### config.mk
export PLATFORM = sky130hd
export DESIGN_NAME = irq_chain_ctrl
export DESIGN_NICKNAME = d
export VERILOG_FILES = /design/src/rtl/irq_chain_pkg.sv /design/src/rtl/irq_mask_reg.sv /design/src/rtl/irq_dev_slot.sv /design/src/rtl/irq_chain_ctrl.sv
export SDC_FILE = /design/constraint.sdc
export NUM_CORES = 1
export LEC_CHECK = 0
export BUFFER_PORTS_ARGS = -buffer_cell sky130_fd_sc_hd__buf_2
export CORE_UTILIZATION = 35
export DETAILED_ROUTE_END_ITERATION = 10
export MAX_ROUTING_LAYER = met4
export PLACE_DENSITY = 0.81
export SYNTH_ARGS = -nofsm -noshare
export SYNTH_HDL_FRONTEND = slang
export SYNTH_SLANG_ARGS = --single-unit
### constraint.sdc
create_clock -name clk -period 2.75 [get_ports clk]
set_input_delay 0.4125 -clock clk [delete_from_list [all_inputs] [get_ports clk]]
set_output_delay 0.4125 -clock clk [all_outputs]
set_load 0.005 [all_outputs]
### src/rtl/irq_chain_pkg.sv
package irq_chain_pkg;
  localparam int VEC_W = 16;

  // one-hot of the lowest set bit: the device nearest the CPU
  function automatic logic [31:0] first_set(input logic [31:0] v);
    logic [31:0] r;
    r = v & (~v + 32'd1);
    return r;
  endfunction

  function automatic logic any_set(input logic [31:0] v);
    return |v;
  endfunction
endpackage

### src/rtl/irq_mask_reg.sv
module irq_mask_reg #(
  parameter int NDEV = 4
) (
  input  logic            clk,
  input  logic            rst_n,
  input  logic            we,
  input  logic [NDEV-1:0] wdata,
  output logic [NDEV-1:0] q
);
  always_ff @(posedge clk) begin
    if (!rst_n) q <= '0;
    else if (we) q <= wdata;
  end
endmodule

### src/rtl/irq_dev_slot.sv
module irq_dev_slot #(
  parameter logic [15:0] VEC = 16'h0000
) (
  input  logic        clk,
  input  logic        rst_n,
  input  logic        req,
  input  logic        en,
  input  logic        ack_in,
  output logic        ack_out,
  output logic        win,
  output logic        pend,
  output logic [15:0] drv
);
  logic claim;

  assign claim   = pend & en;
  assign win     = ack_in & claim;
  assign ack_out = ack_in & ~claim;
  assign drv     = win ? VEC : 16'h0000;

  always_ff @(posedge clk) begin
    if (!rst_n) pend <= 1'b0;
    else        pend <= (pend & ~win) | req;
  end
endmodule

### src/rtl/irq_chain_ctrl.sv
module irq_chain_ctrl
  import irq_chain_pkg::*;
#(
  parameter int NDEV = 4,
  parameter logic [NDEV*VEC_W-1:0] VEC_TABLE = {16'h8030, 16'h8020, 16'h8010, 16'h8000}
) (
  input  logic             clk,
  input  logic             rst_n,
  input  logic [NDEV-1:0]  dev_req,
  input  logic             mask_we,
  input  logic [NDEV-1:0]  mask_wdata,
  input  logic             iack,
  output logic [NDEV-1:0]  mask_q,
  output logic [NDEV-1:0]  pend_q,
  output logic             cpu_int,
  output logic [VEC_W-1:0] data_bus,
  output logic             no_vec
);
  logic [NDEV:0]      ack_c;
  logic [NDEV-1:0]    grant_w;
  logic [VEC_W-1:0]   drv_w [NDEV];
  logic [31:0]        live_w;

  irq_mask_reg #(.NDEV(NDEV)) u_mask (
    .clk(clk), .rst_n(rst_n), .we(mask_we), .wdata(mask_wdata), .q(mask_q)
  );

  assign ack_c[0] = iack;

  for (genvar i = 0; i < NDEV; i++) begin : g_slot
    irq_dev_slot #(.VEC(VEC_TABLE[i*VEC_W +: VEC_W])) u_slot (
      .clk(clk), .rst_n(rst_n), .req(dev_req[i]), .en(mask_q[i]),
      .ack_in(ack_c[i]), .ack_out(ack_c[i+1]), .win(grant_w[i]),
      .pend(pend_q[i]), .drv(drv_w[i])
    );
  end

  // wired-OR bus: at most one slot drives non-zero
  always_comb begin
    data_bus = '0;
    for (int i = 0; i < NDEV; i++) data_bus = data_bus | drv_w[i];
  end

  assign live_w  = 32'(pend_q & mask_q);
  assign cpu_int = any_set(live_w);
  assign no_vec  = ack_c[NDEV];
endmodule

==> qor.yml, run 1 <==
outcome: "completed"
final_common_cell: "buf_2"
post-route-min-period_ns: 1.57
holdBufCountCts: 0
num_vias: 423
multi_input_comb_area_um2: 249
syn_to_final_growth_pct: 8.08
final_cell_mix: "buf_2, conb_1, dfxtp_1"
clock_sinks: 8
finClkSkew_ns: 0.00282
fp.coreArea_um2: 1370
powerDensity_nw_per_um2: 462
fin_util_pct: 42.9
timing.setup.tns_ns: 0
io_pins: 38
gr-total-overflow: 0
yosys_warnings: 0
dieArea_um2: 1710
min_path_type: "in2reg"
die_y_um: 41.3
via_per_inst: 4.36
grt_pass1_vias: 334
hpwl_um: 724
synth_seq_cells: 8
fin_nets: 96
report.final.slew_viol_count: 0
hold_viol: 0
ff_latch_area_um2: 160
endpoint_kind: "output port"
num_rows: 13
timing.final.setup_violations: 0
critPathLaunchType: "register"
critical_path_class: "reg2out"
cts_tree: "done"
rsz0062_at_grt: "no"
clkTransAtPathRegs_ns: 0.05
synth_seq_area_share_pct: 29.6
crit_path_cell_trace: "a21boi_2, a21boi_0, buf_2"
max_stage_delay_ns: 0.35
grt_max_degree: 9
maxCapViolCount: 0
drtIter0Drc: 4
fill_cells: 155
cellLeakagePower_nw: 0.321
syn_inst: 65
post_cts_buffers: 0
synth_cell_types: 20
place_congestion: 0.630
cts_resized: 0
wl_per_cell_um: 9.20
numCtsBuffers: 3
rrSetupSlack_ns: 1.78
vdd_drop_max_mv: 0.157
start_util_pct: 39.7
crit_arrival_ns: 1.15
fmax_mhz: 639
critPathMaxFanout: 5
htree_num_levels: 1
clockBufferDepth: 2
critPathSlowestCell: "dfxtp_1"
cp.required_ns: 2.34
worstSkewPairLatency_ns: 0.25
synthesis.area_um2: 542
io_buffers: 24
finalCritPeriodShare_pct: 56.9
wl_um: 892
grt_pass1_wl_um: 1250
antenna_found_initial: 0
route.detailed.drc: 0
ant_nets: 0
drtPass1Iterations: 4
grtUsageTotal_pct: 12.3
drive_above_1_share_pct: 36.6
dieWidth_um: 41.3
power.total_w: 0.000270
cts_root_buf: "clkbuf_4"
syn_area_per_cell_um2: 8.33
antenna_cells: 0
==> stage by stage <==
stage,area (um^2),setup WS (ns),std cells,hold WS [ns]
floorplan,587,1.52,77,0.452
global placement,563,1.30,94,0.492
detailed placement,563,1.26,94,0.487
CTS,586,1.18,97,0.370
global route,586,1.08,97,0.367
finish,586,1.18,97,0.379
==> cell families (layout without fill, tap and decap cells) <==
logic type	count (synthesis)	count (layout)	synth area share (%)
mux	4	4	7.39
simple gates	15	15	14.1
other cells	1	13	0.692
buf+inv	26	31	32.8
flops	8	8	29.6
compound gates	11	11	15.5
==> worst paths after layout <==
| check | start | endpoint | cells past startpoint |
|---|---|---|---|
| max | u_mask.q[0] | data_bus[4] | 3 |
| min | dev_req[3] | g_slot[3].u_slot.pend | 2 |
| max reg2reg | u_mask.q[3] | g_slot[3].u_slot.pend | 3 |
| min reg2reg | u_mask.q[1] | g_slot[1].u_slot.pend | 1 |
==> metal layers <==
metal,track usage (%),routed length (um)
met3,4.79,105
met1,10.7,383
met5,-,0
met4,9.68,0
met2,21.1,402
==> cell usage after synthesis <==
library cell   n  area [um^2]
a21boi_0       1         7.51
a21boi_2       1         11.3
a21oi_1        1         5.00
a22oi_2        1         12.5
a31oi_1        2         12.5
a41oi_1        2         17.5
and2_1         1         6.26
buf_4         21          158
clkbuf_2       1         5.00
conb_1         1         3.75
dfxtp_1        8          160
inv_1          4         15.0
mux2i_1        4         40.0
nand2_1        4         15.0
nand2_2        1         6.26
nand3_1        2         10.0
nor2_1         2         7.51
nor2b_1        5         31.3
o21a_1         1         7.51
o21ai_0        2         10.0
==> sequential cells by signal, summed over array words and instances, names as in the netlist <==
signal and flops:
g_slot.u_slot.pend 4, u_mask.q 4
==> power by group <==
group | total, W | switching (W) | internal (W)
Combinational | 0.0000494 | 0.0000241 | 0.0000253
Sequential | 0.000133 | 0.00000889 | 0.000124
Clock | 0.0000879 | 0.0000381 | 0.0000498
Total | 0.000270 | 0.0000711 | 0.000199
==> critical path, delay by kind of cell (launching register included) <==
kind / cells / cell delay [ns]
buffers and inverters: 1 / 0.14
AOI/OAI and AO/OA: 2 / 0.41
DFF: 1 / 0.35
==> final cells by class <==
class	instances	area share, %
Clock buffer	3	3.85
Inverter	4	2.56
Tap cell	15	3.21
Sequential cell	8	27.4
Multi-Input combinational cell	43	42.5
Timing Repair Buffer	24	20.5
(Power assumes the default switching activity.)
==> inputs of run 2 (changes only) <==
--- a/config.mk
+++ b/config.mk
@@ -9,7 +9,7 @@
 export CORE_UTILIZATION = 35
 export DETAILED_ROUTE_END_ITERATION = 10
 export MAX_ROUTING_LAYER = met4
-export PLACE_DENSITY = 0.81
+export PLACE_DENSITY = 0.84
 export SYNTH_ARGS = -nofsm -noshare
 export SYNTH_HDL_FRONTEND = slang
 export SYNTH_SLANG_ARGS = --single-unit
==> constraint.sdc (replaced) <==
create_clock -name clk -period 1.35 [get_ports clk]
set_input_delay 0.2025 -clock clk [delete_from_list [all_inputs] [get_ports clk]]
set_output_delay 0.2025 -clock clk [all_outputs]
set_load 0.005 [all_outputs]
==> qor.yml, run 2 (same netlist as run 1, synthesis figures left out) <==
outcome: "completed"
min-delay-start: "dev_req[3]"
grt_max_degree: 9
dieWidth_um: 41.3
antenna_found_initial: 0
fmax_mhz: 764
rrSetupSlack_ns: 0.45
cellLeakagePower_nw: 0.334
hold_viol: 0
endpoint_kind: "output port"
crit_arrival_ns: 1.11
cp.required_ns: 1.15
num_rows: 13
route.detailed.drc: 0
fin_nets: 96
critPathLaunchType: "register"
place_congestion: 0.812
numCtsBuffers: 3
pre_cts_ws_ns: 0.265
grt_pass1_wl_um: 1410
dieArea_um2: 1710
io_pins: 38
grt_pass1_vias: 355
use_met2_pct: 19.1
postPlaceCellArea_um2: 563
final_common_cell: "buf_2"
finalCritPeriodShare_pct: 96.9
cts_root_buf: "clkbuf_4"
io_buffers: 24
worstRegToRegCells: 3
worstSkewPairLatency_ns: 0.25
finClkSkew_ns: 0.000228
vdd_drop_max_mv: 0.341
reg_top3: "g_slot.u_slot.pend: 4 flops, u_mask.q: 4 flops"
grtUsageTotal_pct: 13.5
report.final.slew_viol_count: 0
via_per_inst: 4.33
fp.coreArea_um2: 1370
maxCapViolCount: 0
final_cell_mix: "buf_2, conb_1, nor2b_1, dfxtp_2"
ant_nets: 0
gr-total-overflow: 0
powerDensity_nw_per_um2: 917
hpwl_um: 736
wl_um: 959
r2r_start: "u_mask.q[3]"
power.total_w: 0.000556
fin_ws_ns: 0.0417
design_area_um2: 607
min_path_type: "in2reg"
drtPass1Iterations: 2
clkTransAtPathRegs_ns: 0.05
gr-usage-met3_pct: 3.19
hold_path_end: "g_slot[3].u_slot.pend"
syn_to_final_growth_pct: 12.0
drtIter0Drc: 11
r2r-end: "g_slot[3].u_slot.pend"
holdBufCountCts: 0
cts_tree: "done"
top_usage_layer: "met2"
post_cts_buffers: 0
die_y_um: 41.3
wl_per_cell_um: 9.89
num_vias: 420
antenna_cells: 0
drive_above_1_share_pct: 45.1
start_util_pct: 39.7
timing.final.setup_violations: 0
clockBufferDepth: 2
critical_path_class: "reg2out"
clock_sinks: 8
grtUsageMet1_pct: 16.5
hold_depth: 2
htree_num_levels: 1
critPathMaxFanout: 4
post-route-min-period_ns: 1.31
rsz0062_at_grt: "yes"
run 2: area by class of cell:
| cell class | count | area, um^2 |
|---|---|---|
| well taps | 15 | 18.8 |
| flip-flops and latches | 8 | 166 |
| clock buffers | 3 | 22.5 |
| inverters | 4 | 15.0 |
| multi-input cells | 43 | 264 |
| repair buffers | 24 | 120 |
| fillers | 149 | 759 |
run 2: worst max-delay path by stage:
stage | from | to | slack, ns | cells past startpoint
after detailed placement | u_mask.q[0] | data_bus[4] | 0.27 | 3
after global routing | g_slot[3].u_slot.pend | no_vec | -0.07 | 4
after global placement | u_mask.q[0] | data_bus[4] | 0.29 | 3
after floorplan | g_slot[3].u_slot.pend | no_vec | 0.37 | 3
after CTS | u_mask.q[3] | no_vec | -0.0007 | 4
final | g_slot[3].u_slot.pend | no_vec | 0.04 | 4
run 2: repair_timing:
item	in CTS	in global routing
endpoints found under the setup margin	2	5
pin swaps	3	2
resized for setup	3	6
endpoints found under the hold margin	0	0
run 2: worst max-delay path, cell delays in order (launching register included):
cell	delay (ns)
dfxtp_2	0.33
a22oi_2	0.23
nand3_2	0.10
nor2_1	0.08
buf_2	0.11
run 2: layer usage:
| layer | vias to the layer above | part of all wire [%] |
|---|---|---|
| met5 | - | 0 |
| met4 | 0 | 0.42 |
| met3 | 2 | 9.1 |
| met2 | 28 | 43 |
| met1 | 175 | 48 |
| li1 | 215 | - |
run 2: where the power goes:
part | switching, W | internal (W) | leakage [nW]
logic | 0.0000508 | 0.0000542 | 0.253
clock network | 0.0000743 | 0.000101 | 0.0138
registers | 0.0000205 | 0.000255 | 0.0680
run 2: through the flow:
stage	hold WS, ns	TNS [ns]	util [%]	std cells
6_report	0.163	0	44.4	97
5_1_grt	0.166	-0.0741	44.4	97
4_1_cts	0.154	-0.000732	43.0	97
3_5_place_dp	0.419	0	41.2	94
3_3_place_gp	0.418	0	41.2	94
2_1_floorplan	0.320	0	-	77
